--- config.mk ---
export PLATFORM = sky130hd
export DESIGN_NAME = async_serial_port
export DESIGN_NICKNAME = d
export VERILOG_FILES = /design/src/rtl/uart_pkg.sv /design/src/rtl/uart_ctrl.sv /design/src/rtl/uart_dp.sv /design/src/rtl/async_serial_port.sv
export SDC_FILE = /design/constraint.sdc
export NUM_CORES = 1
export LEC_CHECK = 0
export ABC_CLOCK_PERIOD_IN_PS = 3500
export BUFFER_PORTS_ARGS = -buffer_cell sky130_fd_sc_hd__buf_2
export CAP_MARGIN = 20
export CORE_MARGIN = 10
export CORE_UTILIZATION = 60
export DETAILED_ROUTE_END_ITERATION = 10
export PLACE_DENSITY = 0.91
export REMOVE_ABC_BUFFERS = 1
export SLEW_MARGIN = 20
export SYNTH_ARGS = -nofsm -noshare
export SYNTH_HDL_FRONTEND = slang
export SYNTH_SLANG_ARGS = --single-unit
--- constraint.sdc ---
create_clock -name clk -period 3.5 [get_ports clk]
set_clock_uncertainty 0.2 [all_clocks]
set_input_delay 0.35 -clock clk [delete_from_list [all_inputs] [get_ports clk]]
set_output_delay 0.35 -clock clk [all_outputs]
set_load 0.02 [all_outputs]
--- src/rtl/uart_pkg.sv ---
package uart_pkg;
  localparam int CTL_W      = 8;
  localparam int CTL_RXDONE = 0;
  localparam int CTL_TXDONE = 1;
  localparam int CTL_RXEN   = 4;

  typedef struct packed {
    logic txLoad;
    logic txShift;
    logic txDoneSet;
    logic rxCapture;
    logic rxShift;
    logic rxAccept;
  } uartStrobesT;

  typedef enum logic [1:0] {RX_IDLE, RX_START, RX_DATA, RX_STOP} rxStateT;
endpackage

--- src/rtl/uart_ctrl.sv ---
module uart_ctrl
  import uart_pkg::*;
#(
  parameter int DATA_W = 8,
  parameter int OVS    = 16
) (
  input  logic        clk,
  input  logic        rstN,
  input  logic        tick,
  input  logic        rateDouble,
  input  logic        dataWr,
  input  logic        rxEn,
  input  logic        rxFall,
  input  logic        majNow,
  output uartStrobesT stb,
  output logic        txBusy
);
  localparam int PH_W   = $clog2(OVS);
  localparam int FRAME  = DATA_W + 2;
  localparam int TXI_W  = $clog2(FRAME);
  localparam int RXI_W  = $clog2(DATA_W);
  localparam int SMP_A  = OVS / 2 - 1;
  localparam int SMP_C  = OVS / 2 + 1;
  localparam int LAST   = OVS - 1;

  logic halfPh, sampleStb;
  logic [TXI_W-1:0] txIdx;
  logic [PH_W-1:0]  txPh, rxPh;
  logic [RXI_W-1:0] rxIdx;
  rxStateT rxState;
  logic txStart, txWrap, rxMid, rxActive;

  // rate divider: every tick in doubled mode, every second tick otherwise
  always_ff @(posedge clk) begin
    if (!rstN) halfPh <= 1'b0;
    else if (tick) halfPh <= ~halfPh;
  end
  assign sampleStb = tick && (rateDouble || halfPh);

  // transmit sequencing
  assign txStart = dataWr && !txBusy;
  assign txWrap  = txBusy && sampleStb && (txPh == PH_W'(LAST));

  always_ff @(posedge clk) begin
    if (!rstN) begin
      txBusy <= 1'b0;
      txIdx  <= '0;
      txPh   <= '0;
    end else if (txStart) begin
      txBusy <= 1'b1;
      txIdx  <= '0;
      txPh   <= '0;
    end else if (txBusy && sampleStb) begin
      txPh <= txPh + 1'b1;
      if (txWrap) begin
        if (txIdx == TXI_W'(FRAME - 1)) txBusy <= 1'b0;
        else txIdx <= txIdx + 1'b1;
      end
    end
  end

  // receive sequencing
  assign rxActive = (rxState != RX_IDLE);
  assign rxMid    = rxActive && sampleStb && (rxPh == PH_W'(SMP_C));

  always_ff @(posedge clk) begin
    if (!rstN) begin
      rxState <= RX_IDLE;
      rxPh    <= '0;
      rxIdx   <= '0;
    end else if (!rxEn) begin
      rxState <= RX_IDLE;
    end else if (!rxActive) begin
      if (rxFall) begin
        rxState <= RX_START;
        rxPh    <= '0;
        rxIdx   <= '0;
      end
    end else if (sampleStb) begin
      rxPh <= rxPh + 1'b1;
      if (rxMid) begin
        unique case (rxState)
          RX_START: rxState <= majNow ? RX_IDLE : RX_DATA;
          RX_DATA: begin
            rxIdx <= rxIdx + 1'b1;
            if (rxIdx == RXI_W'(DATA_W - 1)) rxState <= RX_STOP;
          end
          default: rxState <= RX_IDLE;
        endcase
      end
    end
  end

  always_comb begin
    stb.txLoad    = txStart;
    stb.txShift   = txWrap && (txIdx != TXI_W'(FRAME - 1));
    stb.txDoneSet = txWrap && (txIdx == TXI_W'(FRAME - 2));
    stb.rxCapture = rxActive && sampleStb &&
                    ((rxPh == PH_W'(SMP_A)) || (rxPh == PH_W'(SMP_A + 1)));
    stb.rxShift   = rxMid && (rxState == RX_DATA);
    stb.rxAccept  = rxMid && (rxState == RX_STOP) && majNow;
  end

  AST_RX_OFF_IDLE: assert property (@(posedge clk) disable iff (!rstN)
    !rxEn |=> rxState == RX_IDLE);
  AST_START_ABORT: assert property (@(posedge clk) disable iff (!rstN)
    (rxMid && rxState == RX_START && majNow && rxEn) |=> rxState == RX_IDLE);
  AST_NO_TX_RESTART: assert property (@(posedge clk) disable iff (!rstN)
    (txBusy && dataWr && !txWrap) |=> txBusy);
endmodule

--- src/rtl/uart_dp.sv ---
module uart_dp
  import uart_pkg::*;
#(
  parameter int DATA_W = 8
) (
  input  logic             clk,
  input  logic             rstN,
  input  logic             ctlWr,
  input  logic             regSel,
  input  logic [CTL_W-1:0] wrData,
  input  uartStrobesT      stb,
  input  logic             rxd,
  output logic             txd,
  output logic [CTL_W-1:0] rdData,
  output logic             rxEn,
  output logic             rxFall,
  output logic             majNow
);
  logic [CTL_W-1:0]  ctl;
  logic [DATA_W+1:0] txSh;
  logic [DATA_W-1:0] rxSh, rxBuf;
  logic sync1, sync2, prevLine;
  logic [1:0] win;

  // control location: software writes, hardware sets the completion flags
  always_ff @(posedge clk) begin
    if (!rstN) ctl <= '0;
    else begin
      if (ctlWr) ctl <= wrData;
      if (stb.txDoneSet) ctl[CTL_TXDONE] <= 1'b1;
      if (stb.rxAccept)  ctl[CTL_RXDONE] <= 1'b1;
    end
  end
  assign rxEn = ctl[CTL_RXEN];

  // transmit shifter: start, data LSB first, stop; fills with idle ones
  always_ff @(posedge clk) begin
    if (!rstN) txSh <= '1;
    else if (stb.txLoad) txSh <= {1'b1, DATA_W'(wrData), 1'b0};
    else if (stb.txShift) txSh <= {1'b1, txSh[DATA_W+1:1]};
  end
  assign txd = txSh[0];

  // receive line synchroniser, edge detect and vote window
  always_ff @(posedge clk) begin
    if (!rstN) begin
      sync1    <= 1'b1;
      sync2    <= 1'b1;
      prevLine <= 1'b1;
      win      <= 2'b11;
    end else begin
      sync1    <= rxd;
      sync2    <= sync1;
      prevLine <= sync2;
      if (stb.rxCapture) win <= {win[0], sync2};
    end
  end
  assign rxFall = prevLine && !sync2;
  assign majNow = (win[1] & win[0]) | (win[1] & sync2) | (win[0] & sync2);

  always_ff @(posedge clk) begin
    if (!rstN) begin
      rxSh  <= '0;
      rxBuf <= '0;
    end else begin
      if (stb.rxShift)  rxSh  <= {majNow, rxSh[DATA_W-1:1]};
      if (stb.rxAccept) rxBuf <= rxSh;
    end
  end

  assign rdData = regSel ? CTL_W'(rxBuf) : ctl;

  AST_TXDONE_STICKY: assert property (@(posedge clk) disable iff (!rstN)
    (ctl[CTL_TXDONE] && !ctlWr) |=> ctl[CTL_TXDONE]);
  AST_RXDONE_STICKY: assert property (@(posedge clk) disable iff (!rstN)
    (ctl[CTL_RXDONE] && !ctlWr) |=> ctl[CTL_RXDONE]);
  AST_BUF_HOLD: assert property (@(posedge clk) disable iff (!rstN)
    !stb.rxAccept |=> $stable(rxBuf));
endmodule

--- src/rtl/async_serial_port.sv ---
module async_serial_port
  import uart_pkg::*;
#(
  parameter int DATA_W = 8,
  parameter int OVS    = 16
) (
  input  logic       clk,
  input  logic       rstN,
  input  logic       tick,
  input  logic       rateDouble,
  input  logic       regWr,
  input  logic       regSel,
  input  logic [7:0] wrData,
  output logic [7:0] rdData,
  input  logic       rxd,
  output logic       txd
);
  uartStrobesT stb;
  logic txBusy, rxEn, rxFall, majNow;

  uart_ctrl #(.DATA_W(DATA_W), .OVS(OVS)) u_ctrl (
    .clk(clk), .rstN(rstN), .tick(tick), .rateDouble(rateDouble),
    .dataWr(regWr && regSel), .rxEn(rxEn), .rxFall(rxFall), .majNow(majNow),
    .stb(stb), .txBusy(txBusy)
  );

  uart_dp #(.DATA_W(DATA_W)) u_dp (
    .clk(clk), .rstN(rstN), .ctlWr(regWr && !regSel), .regSel(regSel),
    .wrData(wrData), .stb(stb), .rxd(rxd), .txd(txd), .rdData(rdData),
    .rxEn(rxEn), .rxFall(rxFall), .majNow(majNow)
  );

  AST_IDLE_LINE_HIGH: assert property (@(posedge clk) disable iff (!rstN)
    !txBusy |-> txd);
  AST_START_BIT_LOW: assert property (@(posedge clk) disable iff (!rstN)
    $rose(txBusy) |-> !txd);
  AST_DONE_WITH_STOP: assert property (@(posedge clk) disable iff (!rstN)
    stb.txDoneSet |=> txd);
endmodule

-- After elaboration in Yosys (flattened, before gate mapping)
Cells that the tools add are included.
- logic and storage cells: 104
- register bits after elaboration: 57
- reductions and logical operators: 35
- muxes and demuxes: 25
- equal/unequal tests: 15
- add/sub/neg operators: 4
- bitwise gates (word level): 8
- operator list (kind ; number):
    $eq A4 B4 Y1 const B ; 5
    $mux W9 ; 2
    $reduce_bool A2 Y1 ; 8
    $logic_and A1 B1 Y1 ; 15
    $mux W3 ; 5
    $mux W2 ; 7
    $add A4 B1 Y4 const B ; 3
    $mux W4 ; 3
    $reduce_and A3 Y1 ; 3
    $mux W8 ; 1
    $mux W1 ; 6
    $reduce_and A5 Y1 ; 1
    $eq A2 B2 Y1 const B ; 2
    $eq A4 B3 Y1 const B ; 1
    $ne A2 B1 Y1 const B ; 2
    $ne A4 B4 Y1 const B ; 1
    $pmux W2 S2 ; 1
    $reduce_and A4 Y1 ; 1
    $add A3 B1 Y3 const B ; 1
    $and A1 B1 Y1 ; 3
    $eq A3 B3 Y1 const B ; 1
    $logic_not A1 Y1 ; 3
    $ne A3 B3 Y1 const B ; 1
    $not A1 Y1 ; 3
    other kinds (6) ; 8

-- Depth between registers and ports, before layout
Gate-level depths: netlist of the first run.
- word-level depth: 8
- gate-level depth with buffers: 7
- depth with buffers taken out: 6

-- Cells and area by module
A second synthesis of the first run with hierarchy kept.
- cell total of the unflattened synthesis: 273
- area total of the unflattened synthesis: 2718.9 µm²
- by module, submodules not included (module ; cells an instance ; area an instance (µm²) ; instances):
    uart_dp ; 143 ; 1581.5 ; 1
    uart_ctrl ; 128 ; 1121.1 ; 1
    async_serial_port ; 2 ; 16.3 ; 1

-- Worst setup path before layout of the first run
Ideal clock, no wire load.
- kind: flip-flop to flip-flop
- start point: reg u_ctrl.rxState[0]
- end point: reg u_dp.rxBuf[0]
- stages on the path, launching flop included: 7
- arrival: 1560 ps
- setup slack: 1668 ps
- cell sequence: dfxtp_1 -> inv_1 -> ha_1 -> buf_2 -> nor4_1 -> buf_2 -> mux2i_1
- word-level cells in the longest chain between the ends: 5
- ends and longest elaborated chain (element ; line ; source):
    start, declared ; uart_ctrl.sv:30 ; rxStateT rxState;
    start signal, assigned ; uart_ctrl.sv:83 ; RX_START: rxState <= majNow ? RX_IDLE : RX_DATA;
    $reduce_bool A2 Y1 ; uart_ctrl.sv:63 ; assign rxActive = (rxState != RX_IDLE);
    $logic_and A1 B1 Y1 (2 in a row) ; uart_ctrl.sv:64 ; assign rxMid = rxActive && sampleStb && (rxPh == PH_W'(SMP_C));
    $logic_and A1 B1 Y1 (*) (2 in a row) ; uart_ctrl.sv:101 ; stb.rxAccept = rxMid && (rxState == RX_STOP) && majNow;
    end signal, assigned ; uart_dp.sv:67 ; if (stb.rxAccept) rxBuf <= rxSh;
    end, declared ; uart_dp.sv:21 ; logic [DATA_W-1:0] rxSh, rxBuf;
Every way passes the cells marked *; elsewhere a longest branch is shown, timed or not.
A chain may end at the register's enable or synchronous reset.

-- Worst setup path after layout of the first run
- start point: reg u_ctrl.rxState[0]
- end point: reg u_ctrl.rxIdx[0]
- word-level cells in the longest chain between the ends: 5
- ends and longest elaborated chain (element ; line ; source):
    $reduce_bool A2 Y1 ; uart_ctrl.sv:63 ;
    $logic_and A1 B1 Y1 (2 in a row) ; uart_ctrl.sv:64 ;
    $ne A2 B1 Y1 (no line) ; - ;
    $reduce_and A5 Y1 (no line) ; - ;
    end signal, assigned ; uart_ctrl.sv:85 ; rxIdx <= rxIdx + 1'b1;
    end, declared ; uart_ctrl.sv:29 ; logic [RXI_W-1:0] rxIdx;
Several ways; a longest one is shown, not always the timed one.

==> reports/qor.yml, run 1 <==
timing:
  timing.final.ws_setup_ns: 0.8704
  worst_pin_slew_ns: 0.7976
  rsz0062_at_grt: "no"
  finalMaxSlewViolations: 0
  setup_violations: 0
  hold_viol: 0
  period_share_pct: 75.13
  fin_tns_setup_ns: 0
  timing.fmax_ghz: 0.3803
  max_slew_margin_pct: 46.43
  finalCriticalPeriod_ns: 2.630
  fin_hold_ws_ns: 0.06587
detailed_routing:
  vias_per_cell: 5.734
  first_pass_iters: 4
  wl_per_cell_um: 15.08
  drc_errors: 0
  vias: 2173
  dr.first_iter.drc_count: 193
  antenna_left: 0
  wl_um: 5714
placed_design:
  dpl_worst_slack_ns: 0.8968
  gp_congestion: 0.7930
  placed_cells: 362
  hpwlAfterDp_um: 4070
  port_buffers: 23
hold_path:
  hold_start: "wrData[6]"
  hold_class: "input port to flop"
  whs_path_depth: 3
  holdPathEnd: "u_dp.ctl[6]"
clock_tree:
  post_cts_buffers: 0
  clockRootBuffer: "clkbuf_8"
  clk_pin_slew_ns: 0.07
  tritoncts: "done"
  insertion_delay_ns: 0.34
  cts_buffers: 9
  clock_path_buffers: 2
  cts_sinks: 57
  htree_levels: 3
floorplan:
  dieArea_um2: 7605
  core_area_um2: 4354
  die_x_um: 87.21
  fp-row-count: 24
  initial_utilization_pct: 62.24
  die_h_um: 87.21
  ios: 24
status:
  outcome: "finished, final reports clean"
synth:
  synthArstFlopShare_pct: 0
  synth_seq_cells: 57
  ys_warn_count: 0
  ys_seq_area_share_pct: 42.11
  synth_cells: 300
  synth_edf_count: 0
  syn_area_um2: 2710
  syn_area_per_cell_um2: 9.034
  ys_types: 46
  synth_top_flop_cell: "dfxtp_1"
grt:
  grt_pass1_wl_um: 9936
  grt_start_max_net_pins: 30
  busiest_layer: "met2"
  grt_util_met2_pct: 24.85
  grt_antenna_before_repair: 0
  first_global_vias: 2151
  track_usage_pct: 16.42
  grt_overflow_total: 0
  met1_usage_pct: 19.99
  gr-usage-met3_pct: 5.337
worst_setup_path:
  reg2reg_to: "u_ctrl.rxIdx[0]"
  cp.required_ns: 3.53
  end_kind: "flop"
  ff2ff_path_depth: 5
  startpoint_type: "flop"
  critPathKind: "flop to flop"
  r2r-start: "u_ctrl.rxState[0]"
  crit_arrival_ns: 2.66
  r2r_slack_ns: 0.87
  crit_fanout: 13
finish:
  fin_cells: 379
  antenna-diode-count: 0
  layout_common_cells: "57 x dfxtp_1, 44 x nand2_1, 30 x nor2_1, 23 x buf_2, 19 x mux2i_1"
  nFillCells: 328
  final_layout_size_suffix_gt1_share_pct: 17.74
  ff_latch_area_um2: 1141
  multi_input_area_um2: 1456
  nNetsFinal: 350
  final_common_cell: "dfxtp_1"
  area_growth_pct: 11.54
power:
  irDropWorstVdd_uv: 296.3
  powerDensity_nw_per_um2: 427.0
  p_leak_nw: 1.164
job:
  maxCapViolations: 0
routing by layer:
| metal | wire length (um) | vias up |
|---|---|---|
| li1 | - | 1083 |
| met1 | 2528 | 1035 |
| met2 | 2759 | 40 |
| met3 | 279 | 15 |
| met4 | 147 | 0 |
| met5 | 0 | - |
state kept, by name, indices dropped and copies added (netlist names):
| name | flops |
|---|---|
| u_dp.win | 2 |
| u_dp.rxSh | 8 |
| u_dp.txSh | 9 |
| u_ctrl.txPh | 4 |
| u_dp.sync2 | 1 |
| u_dp.rxBuf | 8 |
| u_ctrl.txBusy | 1 |
| u_ctrl.halfPh | 1 |
| u_ctrl.rxPh | 4 |
| u_ctrl.rxState | 2 |
| u_dp.ctl | 8 |
| u_ctrl.txIdx | 4 |
| u_ctrl.rxIdx | 3 |
| u_dp.sync1 | 1 |
| u_dp.prevLine | 1 |
cells by family (layout without fill, tap and decap cells):
family          count (synthesis)  after routing  synth area share [%]
compound gates                 52             52                 13.81
xor+xnor                        5              5                 1.616
fa+ha+maj                      14             14                 6.371
buf+inv                        28             55                 4.386
flops                          57             57                 42.11
mux                            27             27                 10.34
simple gates                  117            117                 21.38
critical path: stages, from the launching register on:
cell and delay [ns]:
dfxtp_1 0.38, inv_1 0.10, ha_1 0.42, nor4_4 0.81, o22ai_1 0.27, mux2_2 0.34
final cells by class:
cell class | instances | share of cell area (%)
sequential | 57 | 37.75
inverter | 13 | 1.614
clock buffer | 10 | 4.222
tap | 52 | 2.152
timing repair buffer | 26 | 4.636
clock inverter | 6 | 1.449
multi-input combinational | 215 | 48.18
through the flow:
| step | power [mW] | cell area [um2] | util (%) |
|---|---|---|---|
| after detailed placement | 0.7670 | 2841 | 65.26 |
| after global placement | 0.7653 | 2841 | 65.26 |
| after global routing | 1.334 | 3023 | 69.43 |
| final | 1.291 | 3023 | 69.43 |
| after CTS | 1.297 | 3023 | 69.43 |
| after floorplan | 0.7307 | 2640 | - |
repair_timing:
action | CTS | global route
endpoints found under the hold margin | 1 | 0
hold buffers | 1 | 0
gates resized for setup | 0 | 0
cell usage after synthesis, types with 3 or more instances:
cell | n | area, um2
nor2_1 | 30 | 112.6
nand2b_1 | 5 | 31.28
buf_2 | 5 | 25.02
nand2_1 | 44 | 165.2
nor3_1 | 3 | 15.01
a221oi_1 | 6 | 52.55
ha_1 | 13 | 162.7
dfxtp_1 | 57 | 1141
nand3b_1 | 7 | 52.55
o21a_1 | 3 | 22.52
nor4_1 | 5 | 31.28
nand3_1 | 5 | 25.02
mux2_2 | 8 | 90.09
xnor2_1 | 3 | 26.28
inv_1 | 13 | 48.80
a21oi_1 | 15 | 75.07
mux2i_1 | 19 | 190.2
o21ai_0 | 12 | 60.06
and2_1 | 8 | 50.05
clkbuf_1 | 8 | 30.03
power breakdown:
group | internal (mW) | leakage, nW | total (mW) | switching, mW
Sequential | 0.662 | 0.463 | 0.672 | 0.0103
Clock | 0.257 | 0.0749 | 0.537 | 0.280
Combinational | 0.0299 | 0.626 | 0.0814 | 0.0515
worst max path at each step:
stage,endpoint,cells past startpoint,startpoint
detailed placement,u_ctrl.rxIdx[0],5,u_ctrl.rxState[0]
global route,u_ctrl.rxIdx[0],5,u_ctrl.rxState[0]
finish,u_ctrl.rxIdx[0],5,u_ctrl.rxState[0]
global placement,u_ctrl.rxIdx[0],5,u_ctrl.rxState[0]
floorplan,u_dp.rxBuf[0],4,u_ctrl.rxState[0]
CTS,u_ctrl.rxIdx[0],5,u_ctrl.rxState[0]
(Power assumes the default switching activity.)
==> run 2: changes to the inputs <==
ABC_CLOCK_PERIOD_IN_PS = 2350   (was 3500)
CORE_UTILIZATION = 53   (was 60)
PLACE_DENSITY = 0.86   (was 0.91)
clock period = 2.35 ns   (was 3.5 ns; I/O delays follow)
==> run 2 against run 1 <==
Critical path depth increased by 1. Sequential cell count unchanged. Hold slack worse by 0.052 ns. Design area up 4.5%. Clock power rose by 66%. Worst setup slack got worse by 0.55 ns. Combinational power increased by 66%. Core utilization decreased by 4.3 points. Critical path type unchanged. Sequential power up 49%.
==> reports/qor.yml, run 2 (same netlist as run 1, synthesis figures left out) <==
clock_tree:
  clockRootBuffer: "clkbuf_8"
  post_cts_buffers: 0  # unchanged
  clk_pin_slew_ns: 0.06  # about the same
  cts_buffers: 9  # unchanged
  clock_path_buffers: 2  # unchanged
  insertion_delay_ns: 0.34  # about the same
  htree_levels: 3  # unchanged
  tritoncts: "done"
  cts_sinks: 57  # unchanged
finish:
  nNetsFinal: 361  # +3.1%
  layout_common_cells: "57 x dfxtp_1, 44 x nand2_1, 30 x nor2_1, 23 x buf_2, 19 x mux2i_1"
  area_growth_pct: 16.57
  antenna-diode-count: 0  # unchanged
  final_layout_size_suffix_gt1_share_pct: 17.75  # about the same
  final_common_cell: "dfxtp_1"
  largest_reg_flops: 9  # unchanged
  top_register: "u_dp.txSh"
detailed_routing:
  vias_per_cell: 5.484  # -4.4%
  m1WireLength_um: 2634  # +4.2%
  drc_errors: 0  # unchanged
  wl_um: 5958  # +4.3%
  wl_per_cell_um: 14.71  # -2.4%
  dr.first_iter.drc_count: 140  # -27%
  routed.top_layer: "met4"
  antenna_left: 0  # unchanged
  vias: 2221  # +2.2%
  dr_wl_met2_um: 2969  # +7.6%
  wl_met3_um: 273  # -2.2%
  first_pass_iters: 4  # unchanged
timing:
  finalCriticalPeriod_ns: 2.029  # -0.6009 ns
  worst_pin_slew_ns: 0.6503  # -0.1472 ns
  period_share_pct: 86.33  # +11 points
  max_slew_margin_pct: 56.56  # +10 points
  timing.fmax_ghz: 0.4929  # +30%
  setup_violations: 0  # unchanged
  fin_hold_ws_ns: 0.01433  # -0.05154 ns
  hold_viol: 0  # unchanged
  rsz0062_at_grt: "no"
  finalMaxSlewViolations: 0  # unchanged
  timing.final.ws_setup_ns: 0.3213  # -0.5491 ns
floorplan:
  ios: 24  # unchanged
  fp-row-count: 25  # +4.2%
  initial_utilization_pct: 55.90  # -6.3 points
  core_area_um2: 4848  # +11%
  die_h_um: 91.51  # +4.9%
  dieArea_um2: 8374  # +10%
  die_x_um: 91.51  # +4.9%
placed_design:
  port_buffers: 23  # unchanged
  gp_congestion: 0.8183  # +3.2%
  hpwlAfterDp_um: 4177  # +2.6%
  dpl_worst_slack_ns: 0.3198  # -0.5770 ns
grt:
  track_usage_pct: 14.67  # -1.8 points
  grt_overflow_total: 0  # unchanged
  grt_antenna_before_repair: 0  # unchanged
  grt_pass1_wl_um: 10160  # +2.3%
  grt_start_max_net_pins: 39  # +30%
  first_global_vias: 2142  # -0.42%
power:
  p_leak_nw: 1.234  # +6.1%
  irDropWorstVdd_uv: 479.9  # +62%
  powerDensity_nw_per_um2: 642.0  # +50%
hold_path:
  hold_start: "wrData[0]"
  holdPathEnd: "u_dp.txSh[1]"
  whs_path_depth: 3  # unchanged
  hold_class: "input port to flop"
worst_setup_path:
  crit_fanout: 10  # -3
  startpoint_type: "flop"
  slowest_delay_ns: 0.37  # -0.44 ns
  cp.required_ns: 2.36  # -1.17 ns
  crit_arrival_ns: 2.04  # -0.62 ns
  critPathKind: "flop to flop"
  critical_path.startpoint: "u_ctrl.rxState[0]"
  crit_buf_inv: 2  # +1
  critPathSlowestCell: "dfxtp_1"
  path_delay_family: "simple AND/OR/NAND/NOR gates"
  cp.depth: 6  # +1
  ff2ff_path_depth: 6  # +1
  reg2reg_to: "u_dp.rxSh[5]"
  path_cells: "inv_1, ha_1, nor4_4, buf_4, mux2i_1, nor2_1"
  r2r-start: "u_ctrl.rxState[0]"
  end_kind: "flop"
  r2r_slack_ns: 0.32  # -0.55 ns
status:
  outcome: "finished, final reports clean"
job:
  maxCapViolations: 0  # unchanged
==> run 2: changes by cell type in the layout (fill, tap and decap cells not counted), moves of 2 or more <==
cell and delta:
dlygate4sd3_1 +7, buf_4 +4, clkinvlp_4 -4, clkbuf_1 +2
==> run 2: layout make-up <==
type / count / area, um2
flip-flops and latches: 57 / 1141
fillers: 403 / 1689
multi-input cells: 215 / 1456
well taps: 67 / 83.83
repair buffers: 37 / 240.2
inverters: 13 / 48.80
clock inverters: 3 / 40.04
clock buffers: 13 / 148.9
==> run 2: worst max path at each step <==
stage,endpoint
after floorplan,u_dp.rxBuf[0]
after CTS,u_dp.rxBuf[0]
after global placement,u_dp.rxBuf[1]
final,u_dp.rxSh[5]
after detailed placement,u_dp.rxBuf[0]
after global routing,u_dp.txSh[2]
==> run 2: power breakdown <==
| part | leakage (nW) | internal (mW) | switching (mW) |
|---|---|---|---|
| combinational | 0.674 | 0.0545 | 0.0802 |
| sequential | 0.463 | 0.987 | 0.0158 |
| clock | 0.0974 | 0.516 | 0.375 |
| total | 1.23 | 1.56 | 0.471 |
==> run 2: what timing repair did <==
item                      4_1_cts  5_1_grt
hold endpoints to repair       13        0
gates resized for setup         0        0
hold buffers                    8        0
==> run 2: tightest hold or removal path, cell delays in order <==
cell     delay [ns]
buf_2          0.10
nor2_1         0.05
o21ai_0        0.14
==> run 2: per-stage QoR <==
step                      total power [mW]  TNS (ns)  area [um2]  std cells  util (%)
final                                2.028         0        3159        405     65.16
after global routing                 2.108         0        3159        405     65.16
after CTS                            2.043         0        3159        405     65.16
after detailed placement             1.146         0        2890        381     59.61
after global placement               1.143         0        2890        381     59.61
after floorplan                      1.088    -2.828        2640        285         -
==> run 2: routing by layer <==
metal,track usage (%),up-vias
met2,24.11,40
met1,16.85,1069
met4,3.916,0
met3,6.584,9
met5,0,-
li1,-,1103
==> run 3: changes to the inputs <==
ABC_CLOCK_PERIOD_IN_PS = 2000   (was 2350)
CORE_UTILIZATION = 59   (was 53)
PLACE_DENSITY = 0.9   (was 0.86)
RECOVER_POWER = 50   (was unset)
clock period = 2 ns   (was 2.35 ns; I/O delays follow)
==> run 3 against run 2 <==
Global-route usage is 3.1 points higher. Power is 15% higher. Count of clock-buffer cells in the layout is 3 lower. Worst setup slack worse by 0.29 ns. First-iteration DRC count is 59% higher. Combinational power is 24% higher. Wire length is 15% higher. Die area is 8.0% lower. Via count is 7.3% higher. Sequential share of layout area is 0.77 points lower. Largest cell class unchanged.
==> reports/qor.yml, run 3 (same netlist as run 1, synthesis figures left out) <==
status:
  outcome: "finished, final reports clean"
clock_tree:
  insertion_delay_ns: 0.35  # about the same
  htree_levels: 3  # unchanged
  cts_sinks: 57  # unchanged
  cts_buffers: 9  # unchanged
  clockRootBuffer: "clkbuf_8"
  clk_pin_slew_ns: 0.07  # about the same
  clock_path_buffers: 2  # unchanged
  tritoncts: "done"
detailed_routing:
  vias: 2383  # +7.3%
  vias_per_cell: 5.958  # +8.6%
  drc_errors: 0  # unchanged
  wl_per_cell_um: 17.10  # +16%
  first_pass_iters: 5  # +1
  wl_um: 6840  # +15%
  antenna_left: 0  # unchanged
  dr.first_iter.drc_count: 223  # +59%
worst_setup_path:
  critical_path.startpoint: "u_ctrl.rxState[0]"
  cp.required_ns: 2.04  # -0.32 ns
  end_kind: "flop"
  critical_path.endpoint: "u_dp.rxSh[6]"
  r2r_slack_ns: 0.03  # -0.29 ns
  crit_fanout: 8  # -2
  critPathKind: "flop to flop"
  ff2ff_path_depth: 7  # +1
  reg2reg_to: "u_dp.rxSh[6]"
  r2r-start: "u_ctrl.rxState[0]"
  startpoint_type: "flop"
  crit_arrival_ns: 2.00  # -0.04 ns
job:
  maxCapViolations: 0  # unchanged
finish:
  final_common_cell: "dfxtp_1"
  multi_input_area_um2: 1481  # +1.7%
  top_register: "u_dp.txSh"
  layout_common_cells: "57 x dfxtp_1, 44 x nand2_1, 30 x nor2_1, 18 x mux2i_1"
  nNetsFinal: 371  # +2.8%
  antenna-diode-count: 0  # unchanged
  ff_latch_area_um2: 1141  # unchanged
  final_layout_size_suffix_gt1_share_pct: 18.10  # +0.35 points
  nFillCells: 311  # -23%
  largest_reg_flops: 9  # unchanged
  area_growth_pct: 19.11
timing:
  finalMaxSlewViolations: 0  # unchanged
  hold_viol: 0  # unchanged
  rsz0062_at_grt: "yes"
  max_slew_margin_pct: 52.54  # -4.0 points
  worst_pin_slew_ns: 0.7118  # +0.06151 ns
  timing.fmax_ghz: 0.5088  # +3.2%
  finalCriticalPeriod_ns: 1.965  # -0.06324 ns
  timing.final.ws_setup_ns: 0.03459  # -0.2868 ns
  period_share_pct: 98.27  # +12 points
  setup_violations: 0  # unchanged
grt:
  grt_start_max_net_pins: 23  # -41%
  grt_overflow_total: 0  # unchanged
  track_usage_pct: 17.81  # +3.1 points
  grt_antenna_before_repair: 0  # unchanged
  first_global_vias: 2334  # +9.0%
  grt_pass1_wl_um: 10790  # +6.2%
floorplan:
  die_h_um: 87.78  # -4.1%
  fp-row-count: 24  # -4.0%
  ios: 24  # unchanged
  dieArea_um2: 7704  # -8.0%
  initial_utilization_pct: 61.39  # +5.5 points
  core_area_um2: 4414  # -9.0%
  die_x_um: 87.78  # -4.1%
power:
  powerDensity_nw_per_um2: 722.1  # +12%
  total_power_mw: 2.331  # +15%
  irDropWorstVdd_uv: 444.8  # -7.3%
  p_leak_nw: 1.240  # +0.45%
placed_design:
  port_buffers: 23  # unchanged
  dpl_worst_slack_ns: 0.08130  # -0.2385 ns
  hpwlAfterDp_um: 4279  # +2.4%
  gp_congestion: 0.8528  # +4.2%
hold_path:
  hold_class: "input port to flop"
run 3: changes by cell type in the layout (fill, tap and decap cells not counted), moves of 2 or more:
cell and change:
buf_2 -8, clkbuf_1 +7, buf_4 +4, clkinvlp_4 +4, buf_6 +2, dlygate4sd3_1 +2, ha_1 -2, ha_2 +2
run 3: repair_timing:
| action | 4_1_cts | 5_1_grt |
|---|---|---|
| cloned | 0 | 1 |
| pin swaps | 0 | 3 |
| setup endpoints to repair | 1 | 17 |
| hold buffers | 10 | 0 |
| setup buffers | 1 | 1 |
| hold endpoints to repair | 17 | 0 |
| resized for setup | 0 | 11 |
run 3: worst min path at each step:
stage	startpoint	to	slack [ns]	cells after the start
finish	rstN	u_dp.win[1]	0.07	3
global route	rstN	u_dp.win[0]	0.08	3
CTS	rstN	u_dp.win[1]	0.06	3
detailed placement	rxd	u_dp.sync1	0.19	2
global placement	rxd	u_dp.sync1	0.18	2
floorplan	rstN	u_dp.win[0]	0.06	1
run 3: power by group:
group	internal [mW]	leakage, nW	switching (mW)
sequential	1.16	0.463	0.0192
clock	0.481	0.0805	0.505
combinational	0.0660	0.697	0.101
total	1.71	1.24	0.625
run 3: worst max-delay path, stage by stage, from the launching register on:
cell     delay, ns
dfxtp_1       0.33
inv_1         0.12
ha_2          0.23
inv_1         0.10
nor4_4        0.34
buf_6         0.21
mux2i_2       0.25
nor2_1        0.08
run 3: cell type report:
cell class | count | share of cell area [%]
inverters | 13 | 1.512
clock buffers | 10 | 4.264
multi-input cells | 215 | 45.89
clock inverters | 6 | 1.357
well taps | 52 | 2.016
repair buffers | 47 | 9.612
flip-flops and latches | 57 | 35.35
run 3: metrics by stage:
step | cell area (um2) | TNS [ns] | util, % | cells | hold WS (ns)
floorplan | 2640 | -7.075 | - | 285 | 0.06194
global placement | 2909 | 0 | 65.90 | 371 | 0.1840
detailed placement | 2909 | 0 | 65.90 | 371 | 0.1859
CTS | 3198 | 0 | 72.45 | 398 | 0.05501
global route | 3228 | -0.06184 | 73.13 | 400 | 0.07962
finish | 3228 | 0 | 73.13 | 400 | 0.06680
run 3: per-layer routing:
layer  share of wire [%]  track usage [%]  vias up
li1                    -                -     1130
met1                  41            19.89     1119
met2                  49            28.64      110
met3                 5.6            5.664       24
met4                 3.6            11.45        0
met5                   0                0        -
